<file path="src/rtl/ser_irq_pkg.sv">
package ser_irq_pkg;
  localparam int CAUSES = 3;

  typedef enum logic [1:0] {
    CAUSE_ERR = 2'd0,
    CAUSE_RXF = 2'd1,
    CAUSE_TXE = 2'd2
  } cause_e;

  typedef enum logic [2:0] {
    REG_ENABLE = 3'd0,
    REG_FLAG   = 3'd1,
    REG_LEVEL  = 3'd2,
    REG_MODE   = 3'd3,
    REG_METHOD = 3'd4
  } reg_addr_e;

  typedef enum logic {
    WM_CLEAR_ONLY = 1'b0,
    WM_READ_WRITE = 1'b1
  } wr_method_e;
endpackage

</file>
<file path="src/rtl/sirq_cfg.sv">
module sirq_cfg
  import ser_irq_pkg::*;
#(
  parameter int NUM_CH = 2,
  parameter int LVL_W  = 3,
  parameter int MODE_W = 2,
  parameter int ADDR_W = 3,
  parameter int DATA_W = 8,
  localparam int FLAG_W   = NUM_CH * CAUSES,
  localparam int LVL_SLOT = LVL_W + 1
) (
  input  logic                           clk_i,
  input  logic                           rst_ni,
  input  logic                           we_i,
  input  logic [ADDR_W-1:0]              addr_i,
  input  logic [DATA_W-1:0]              wdata_i,
  output logic [FLAG_W-1:0]              en_o,
  output logic [NUM_CH-1:0][LVL_W-1:0]   lvl_o,
  output logic [NUM_CH-1:0][MODE_W-1:0]  mode_o,
  output wr_method_e                     method_o
);
  logic wr_en, wr_lvl, wr_mode, wr_meth;

  assign wr_en   = we_i && (addr_i == ADDR_W'(REG_ENABLE));
  assign wr_lvl  = we_i && (addr_i == ADDR_W'(REG_LEVEL));
  assign wr_mode = we_i && (addr_i == ADDR_W'(REG_MODE));
  assign wr_meth = we_i && (addr_i == ADDR_W'(REG_METHOD));

  always_ff @(posedge clk_i or negedge rst_ni) begin
    if (!rst_ni) begin
      en_o     <= '0;
      method_o <= WM_CLEAR_ONLY;
    end else begin
      if (wr_en)   en_o     <= wdata_i[FLAG_W-1:0];
      if (wr_meth) method_o <= wr_method_e'(wdata_i[0]);
    end
  end

  for (genvar c = 0; c < NUM_CH; c++) begin : g_ch
    always_ff @(posedge clk_i or negedge rst_ni) begin
      if (!rst_ni) begin
        lvl_o[c]  <= '0;
        mode_o[c] <= '0;
      end else begin
        if (wr_lvl)  lvl_o[c]  <= wdata_i[c*LVL_SLOT +: LVL_W];
        if (wr_mode) mode_o[c] <= wdata_i[c*MODE_W +: MODE_W];
      end
    end
  end
endmodule

</file>
<file path="src/rtl/sirq_flags.sv">
module sirq_flags
  import ser_irq_pkg::*;
#(
  parameter int FLAG_W = 6
) (
  input  logic              clk_i,
  input  logic              rst_ni,
  input  logic [FLAG_W-1:0] set_i,
  input  logic              wr_i,
  input  logic [FLAG_W-1:0] wdata_i,
  input  wr_method_e        method_i,
  output logic [FLAG_W-1:0] flags_o
);
  logic [FLAG_W-1:0] sw_next;

  always_comb begin
    sw_next = flags_o;
    if (wr_i) begin
      if (method_i == WM_READ_WRITE) sw_next = wdata_i;
      else                           sw_next = flags_o & ~wdata_i;
    end
  end

  // hardware set overrides any software clear in the same cycle
  always_ff @(posedge clk_i or negedge rst_ni) begin
    if (!rst_ni) flags_o <= '0;
    else         flags_o <= sw_next | set_i;
  end
endmodule

</file>
<file path="src/rtl/sirq_arb.sv">
module sirq_arb
  import ser_irq_pkg::*;
#(
  parameter int NUM_CH = 2,
  parameter int LVL_W  = 3,
  localparam int FLAG_W = NUM_CH * CAUSES,
  localparam int CH_W   = (NUM_CH > 1) ? $clog2(NUM_CH) : 1
) (
  input  logic [FLAG_W-1:0]            flags_i,
  input  logic [FLAG_W-1:0]            en_i,
  input  logic [NUM_CH-1:0][LVL_W-1:0] lvl_i,
  output logic                         req_o,
  output logic [LVL_W-1:0]             lvl_o,
  output logic [CH_W-1:0]              ch_o
);
  logic [NUM_CH-1:0] pend;

  for (genvar c = 0; c < NUM_CH; c++) begin : g_pend
    assign pend[c] = (|(flags_i[c*CAUSES +: CAUSES] & en_i[c*CAUSES +: CAUSES]))
                     && (lvl_i[c] != '0);
  end

  // strict compare keeps the lower channel on equal levels
  always_comb begin
    req_o = 1'b0;
    lvl_o = '0;
    ch_o  = '0;
    for (int c = 0; c < NUM_CH; c++) begin
      if (pend[c] && (!req_o || (lvl_i[c] > lvl_o))) begin
        req_o = 1'b1;
        lvl_o = lvl_i[c];
        ch_o  = CH_W'(c);
      end
    end
  end
endmodule

</file>
<file path="src/rtl/ser_irq_ctrl.sv">
module ser_irq_ctrl
  import ser_irq_pkg::*;
#(
  parameter int NUM_CH = 2,
  parameter int LVL_W  = 3,
  parameter int MODE_W = 2,
  parameter int ADDR_W = 3,
  parameter int DATA_W = 8,
  localparam int FLAG_W   = NUM_CH * CAUSES,
  localparam int LVL_SLOT = LVL_W + 1,
  localparam int CH_W     = (NUM_CH > 1) ? $clog2(NUM_CH) : 1
) (
  input  logic              clk_i,
  input  logic              rst_ni,
  input  logic              bus_we_i,
  input  logic [ADDR_W-1:0] bus_addr_i,
  input  logic [DATA_W-1:0] bus_wdata_i,
  output logic [DATA_W-1:0] bus_rdata_o,
  input  logic [NUM_CH-1:0] err_evt_i,
  input  logic [NUM_CH-1:0] rxf_evt_i,
  input  logic [NUM_CH-1:0] txe_evt_i,
  output logic              irq_req_o,
  output logic [LVL_W-1:0]  irq_lvl_o,
  output logic [CH_W-1:0]   irq_ch_o
);
  logic [FLAG_W-1:0]             en_q, flags_q, evt_set;
  logic [NUM_CH-1:0][LVL_W-1:0]  lvl_q;
  logic [NUM_CH-1:0][MODE_W-1:0] mode_q;
  wr_method_e                    method_q;
  logic                          flag_wr;

  for (genvar c = 0; c < NUM_CH; c++) begin : g_evt
    assign evt_set[c*CAUSES + int'(CAUSE_ERR)] = err_evt_i[c];
    assign evt_set[c*CAUSES + int'(CAUSE_RXF)] = rxf_evt_i[c];
    assign evt_set[c*CAUSES + int'(CAUSE_TXE)] = txe_evt_i[c];
  end

  assign flag_wr = bus_we_i && (bus_addr_i == ADDR_W'(REG_FLAG));

  sirq_cfg #(
    .NUM_CH(NUM_CH), .LVL_W(LVL_W), .MODE_W(MODE_W),
    .ADDR_W(ADDR_W), .DATA_W(DATA_W)
  ) u_cfg (
    .clk_i    (clk_i),
    .rst_ni   (rst_ni),
    .we_i     (bus_we_i),
    .addr_i   (bus_addr_i),
    .wdata_i  (bus_wdata_i),
    .en_o     (en_q),
    .lvl_o    (lvl_q),
    .mode_o   (mode_q),
    .method_o (method_q)
  );

  sirq_flags #(.FLAG_W(FLAG_W)) u_flags (
    .clk_i    (clk_i),
    .rst_ni   (rst_ni),
    .set_i    (evt_set),
    .wr_i     (flag_wr),
    .wdata_i  (bus_wdata_i[FLAG_W-1:0]),
    .method_i (method_q),
    .flags_o  (flags_q)
  );

  sirq_arb #(.NUM_CH(NUM_CH), .LVL_W(LVL_W)) u_arb (
    .flags_i (flags_q),
    .en_i    (en_q),
    .lvl_i   (lvl_q),
    .req_o   (irq_req_o),
    .lvl_o   (irq_lvl_o),
    .ch_o    (irq_ch_o)
  );

  always_comb begin
    bus_rdata_o = '0;
    case (bus_addr_i)
      ADDR_W'(REG_ENABLE): bus_rdata_o[FLAG_W-1:0] = en_q;
      ADDR_W'(REG_FLAG):   bus_rdata_o[FLAG_W-1:0] = flags_q;
      ADDR_W'(REG_LEVEL):
        for (int c = 0; c < NUM_CH; c++) bus_rdata_o[c*LVL_SLOT +: LVL_W] = lvl_q[c];
      ADDR_W'(REG_MODE):
        for (int c = 0; c < NUM_CH; c++) bus_rdata_o[c*MODE_W +: MODE_W] = mode_q[c];
      ADDR_W'(REG_METHOD): bus_rdata_o[0] = method_q;
      default:             bus_rdata_o = '0;
    endcase
  end
endmodule

</file>
<file path="config.mk">
export PLATFORM = sky130hd
export DESIGN_NAME = ser_irq_ctrl
export DESIGN_NICKNAME = d
export VERILOG_FILES = /design/src/rtl/ser_irq_pkg.sv /design/src/rtl/sirq_cfg.sv /design/src/rtl/sirq_flags.sv /design/src/rtl/sirq_arb.sv /design/src/rtl/ser_irq_ctrl.sv
export SDC_FILE = /design/constraint.sdc
export NUM_CORES = 1
export LEC_CHECK = 0
export BUFFER_PORTS_ARGS = -buffer_cell sky130_fd_sc_hd__buf_4
export CAP_MARGIN = 20
export CORE_UTILIZATION = 45
export CTS_CLUSTER_SIZE = 10
export DETAILED_ROUTE_END_ITERATION = 6
export HOLD_SLACK_MARGIN = 0.06
export PLACE_DENSITY_LB_ADDON = 0.2
export SYNTH_ARGS = -nofsm -noshare
export SYNTH_HDL_FRONTEND = slang
export SYNTH_SLANG_ARGS = --single-unit
</file>
<file path="constraint.sdc">
create_clock -name clk_i -period 3.5 [get_ports clk_i]
set_clock_uncertainty 0.15 [all_clocks]
set_input_delay 0.525 -clock clk_i [delete_from_list [all_inputs] [get_ports clk_i]]
set_output_delay 0.525 -clock clk_i [all_outputs]
set_load 0.01 [all_outputs]
</file>
Word level (Yosys, flattened, before mapping)
Cells that the tools add are included.
{"block": "op_classes", "n_lt_le_gt_ge": 1, "eq_ne": 4, "muxes": 12, "n_bitwise": 5, "reduce_logical": 15}
{"operator": "$mux 6", "n": 2}
{"operator": "$logic_and 1x1->1", "n": 8}
{"operator": "$pmux 2 s4", "n": 1}
{"operator": "$and 3x3->3", "n": 2}
{"operator": "$and 6x6->6", "n": 1}
{"operator": "$eq 3x2->1 const B", "n": 2}
{"operator": "$mux 3", "n": 2}
{"operator": "$not 6->6", "n": 1}
{"operator": "$or 6x6->6", "n": 1}
{"operator": "$pmux 2 s3", "n": 1}
{"operator": "$reduce_bool 3->1", "n": 2}
{"operator": "$reduce_or 3->1", "n": 2}
{"operator": "$pmux 1 s5", "n": 1}
{"operator": "$mux 1", "n": 4}
{"operator": "$eq 3x1->1 const B", "n": 1}
{"operator": "$eq 3x3->1 const B", "n": 1}
{"operator": "$gt 3x3->1", "n": 1}
{"operator": "$logic_not 3->1", "n": 1}
{"operator": "$pmux 1 s3", "n": 1}
{"operator": "$logic_not 1->1", "n": 1}
{"operator": "$logic_or 1x1->1", "n": 1}
{"block": "totals", "register_bits": 23, "inputBits": 20, "out_inout_bits": 13, "word_cells": 44}

Longest topological paths before layout
{"block": "logic_depth", "word_depth": 8, "depth_mapped": 8}

Cells and area by module
Synthesis repeated with hierarchy kept, for this count alone.
{"block": "hier_totals", "cells_unflattened": 117, "hier_area_um2": 1418.9}
{"module": "sirq_cfg", "instances": 1, "cells_each": 39, "area_per_inst_um2": 685.7, "seq_area_each_um2": 425.4}
{"module": "ser_irq_ctrl", "instances": 1, "cells_each": 30, "area_per_inst_um2": 267.8, "seq_area_each_um2": 0.0}
{"module": "sirq_flags", "instances": 1, "cells_each": 20, "area_per_inst_um2": 261.5, "seq_area_each_um2": 150.1}
{"module": "sirq_arb", "instances": 1, "cells_each": 28, "area_per_inst_um2": 203.9, "seq_area_each_um2": 0.0}

Worst setup path after synthesis
No wires, ideal clock.
{"block": "synth_timing", "kind": "register to output", "from": "reg u_flags.flags_o[0]", "to": "out irq_lvl_o[0]", "arrival_ns": 2.150, "required_time_ns": 2.825, "path_slack_ns": 0.675, "stages_incl_launch_ff": 9, "n_path_buf": 0, "path_cell_list": "dfrtp_1 a222oi_1 and2b_2 inv_1 ha_1 nand3_1 o21ai_0 o21a_2 o31ai_1"}
{"block": "synth_between", "elab_chain_cells": 8, "word_cells_on_any_way": 10, "classes_between": "order compare (1); mux (3); bitwise (1); reduce/logical (5)"}
{"item": "from (decl)", "line": "sirq_flags.sv:12", "rtl": "output logic [FLAG_W-1:0] flags_o"}
{"item": "from (signal assigned)", "line": "sirq_flags.sv:27", "rtl": "else flags_o <= sw_next | set_i;"}
{"item": "$and 3x3->3 (*)", "line": "sirq_arb.sv:19", "rtl": "assign pend[c] = (|(flags_i[c*CAUSES +: CAUSES] & en_i[c*CAUSES +: CAUSES]))"}
{"item": "$reduce_or 3->1 (*)", "line": "sirq_arb.sv:19"}
{"item": "$logic_and 1x1->1 (*)", "line": "sirq_arb.sv:20", "rtl": "&& (lvl_i[c] != '0);"}
{"item": "$mux 3 / $mux 1 (equally long branches)", "line": "sirq_arb.sv:29", "rtl": "if (pend[c] && (!req_o || (lvl_i[c] > lvl_o))) begin"}
{"item": "$gt 3x3->1 / $logic_not 1->1 (equally long branches)", "line": "sirq_arb.sv:29"}
{"item": "$logic_or 1x1->1", "line": "sirq_arb.sv:29"}
{"item": "$logic_and 1x1->1", "line": "sirq_arb.sv:29"}
{"item": "$mux 3 (*)", "line": "sirq_arb.sv:29"}
{"item": "to (decl)", "line": "ser_irq_ctrl.sv:23", "rtl": "output logic [LVL_W-1:0] irq_lvl_o,"}
Mark *: on every way between the ends. The rest lies on a longest branch, timed or not.

Worst setup path in the final report
{"block": "layout_timing", "from": "reg u_flags.flags_o[0]", "to": "out irq_lvl_o[2]"}
The elaborated chain is that of the path after synthesis.

==> flow_summary.yaml <==
global_route:
  grt_usage_pct: 20.1
  grt_max_degree: 24
  grt_overflow_total: 0
  antenna_found_initial: 0
  grt_pass1_vias: 1105
  grt_pass1_wl_um: 5020
timing:
  period_minus_slack_ns: 3.29
  final-setup-viol-count: 0
  tns_ns: 0
  rsz0062_at_grt: "no"
  slew_headroom_pct: 53.3
  fmax_mhz: 304
  hold_viol_final: 0
  period_share_pct: 93.9
  drv_slew: 0
  worst_slew_pin_slew_ns: 0.691
placement:
  hpwl_um: 2290
  portBuffers: 30
  placedInstanceArea_um2: 1600
  place_congestion: 0.865
floorplanning:
  die_w_um: 57.1
  pin_count: 33
  die_h_um: 57.1
  initial_core_util_pct: 48.6
  dieArea_um2: 3250
  rows: 19
  design.core.area_um2: 2810
route:
  viasPerCell: 5.81
  first_pass_iters: 6
  wl_per_cell_um: 15.7
  drt_wl_total_um: 3070
  postRouteAntennaNets: 0
  dr_total_vias: 1132
  drt-initial-drc-count: 41
  drcViolationCount: 7
synthesis:
  synth_area_leaders: "dfrtp_1 (42%), mux2_2 (11%), o21ai_0 (4.4%)"
  yosysMostFrequentCell: "dfrtp_1"
  ys_seq_elements: 23
  netlist_area_um2: 1360
  synth_edf_count: 0
  syn_avg_cell_area_um2: 10.3
  yosys.area.top_type: "dfrtp_1"
  synth_top_area_share_pct: 42.2
  syn_inst: 133
  syn_nets: 156
  synth-async-reset-ratio_pct: 100
  ys_types: 32
  synthFlopType: "dfrtp_1"
  ys_warn_count: 0
  synth_commonest_cells: "dfrtp_1 (23), nor2_1 (14), mux2_2 (13), o21ai_0 (12), nand2_1 (11)"
  ys_seq_area_share_pct: 42.2
layout:
  design_area_um2: 1650
  n_antenna_cell: 0
  final_nets: 188
  syn2layout_area_growth_pct: 20.8
  fillers: 253
  drive_above_1_share_pct: 36.0
clock_network:
  clk_pin_slew_ns: 0.14
  clock_latency_ns: 0.32
  clock_path_buffers: 2
  h-tree-depth: 1
  clock-sinks: 23
  cts_tree: "yes"
  cts_made_buffers: 3
  clock_tree.root_cell: "clkbuf_4"
setup_path:
  reg2reg_depth: 4
  end_kind: "output pin"
  cp.arrival_ns: 2.61
  crit_required_ns: 2.82
  reg2reg_to: "u_flags.flags_o[5]"
  path_max_fanout: 5
  r2r-start: "u_cfg.method_o"
  r2r_slack_ns: 2.20
  crit_path_start_kind: "flop"
  crit_type: "reg2out"
hold_path:
  hp-start: "txe_evt_i[0]"
  min_path_cells: 3
  min_to: "u_flags.flags_o[2]"
  min_path_type: "in2reg"
job:
  max-cap-violations: 0
run_status:
  violations: "DRC"
  status: "complete, but fails checks"
power_and_ir_drop:
  power_leakage_nw: 0.725
  ir_worst_vdd_v: 0.000255
  finalPower_uw: 818
  power.density_nw_per_um2: 496
## sequential cells by signal, summed over array words and instances, names as in the netlist
register and count:
u_cfg.en_o 6, u_cfg.lvl_o 6, u_cfg.method_o 1, u_cfg.mode_o 4, u_flags.flags_o 6
## repair_timing
item,4_1_cts,5_1_grt
pin swaps,1,1
hold buffers,1,0
endpoints found under the setup margin,3,4
gates resized for setup,0,2
buffers inserted,1,0
hold endpoints to repair,23,0
## layout by cell type, fill, tap and decap left out, drive strengths merged, types with 3 or more instances in the layout
cell type / instances
mux2: 13
mux2i: 3
mux4: 3
dfrtp: 23
o41ai: 3
ha: 3
inv: 8
nor2: 15
nand2: 11
clkbuf: 3
o21ai: 12
and2b: 3
o31ai: 4
buf: 32
nor4b: 3
a21oi: 8
## stage by stage
step | cells | hold WS (ns) | setup slack (ns) | utilization (%)
global placement | 189 | 0.283 | 0.436 | 57.0
finish | 195 | 0.227 | 0.214 | 58.7
global route | 195 | 0.223 | 0.0104 | 58.7
detailed placement | 189 | 0.285 | 0.360 | 57.0
floorplan | 133 | 0.0794 | 0.675 | -
CTS | 195 | 0.222 | 0.145 | 58.6
## worst max path at each step
stage,start,end,slack (ns),cells past startpoint
CTS,u_cfg.en_o[0],irq_lvl_o[2],0.14,9
global route,u_flags.flags_o[0],irq_lvl_o[2],0.01,10
floorplan,u_flags.flags_o[0],irq_lvl_o[0],0.67,8
finish,u_flags.flags_o[0],irq_lvl_o[2],0.21,10
detailed placement,u_flags.flags_o[0],irq_lvl_o[2],0.36,8
global placement,u_flags.flags_o[0],irq_lvl_o[1],0.44,8
## critical path, stage by stage, from the launching register on
cell	delay, ns
dfrtp_1	0.41
a222oi_1	0.33
buf_4	0.18
and2b_2	0.22
inv_1	0.05
ha_1	0.24
nand3_1	0.10
o21ai_1	0.13
o21a_2	0.26
o31ai_1	0.20
buf_4	0.16
## power by group
group | total [mW] | switching (mW) | internal (mW)
logic | 0.342 | 0.165 | 0.177
clock network | 0.128 | 0.0849 | 0.0428
registers | 0.348 | 0.0375 | 0.310
total | 0.818 | 0.288 | 0.530
## layout make-up
class / instances / area (um2) / area share (%)
repair buffers: 33 / 250 / 15.2
clock inverters: 1 / 5.00 / 0.304
flip-flops and latches: 23 / 576 / 34.9
inverters: 8 / 30.0 / 1.82
clock buffers: 3 / 22.5 / 1.37
multi-input cells: 96 / 726 / 44.0
well taps: 31 / 38.8 / 2.35
## cell families (layout without fill, tap and decap cells)
kind of cell / count (synthesis) / count (layout) / synth area share, %
compound gates: 33 / 33 / 15.2
fa+ha+maj: 3 / 3 / 2.75
buf+inv: 14 / 45 / 4.95
flops: 23 / 23 / 42.2
mux: 19 / 19 / 18.2
other cells: 1 / 1 / 0.275
simple gates: 40 / 40 / 16.4
## metal layers
layer | global-route usage [%] | wire length, um
met2 | 32.6 | 1540
met1 | 27.2 | 1350
met4 | 8.71 | 38
met5 | 0 | 0
met3 | 2.72 | 140
(Power assumes the default switching activity.)
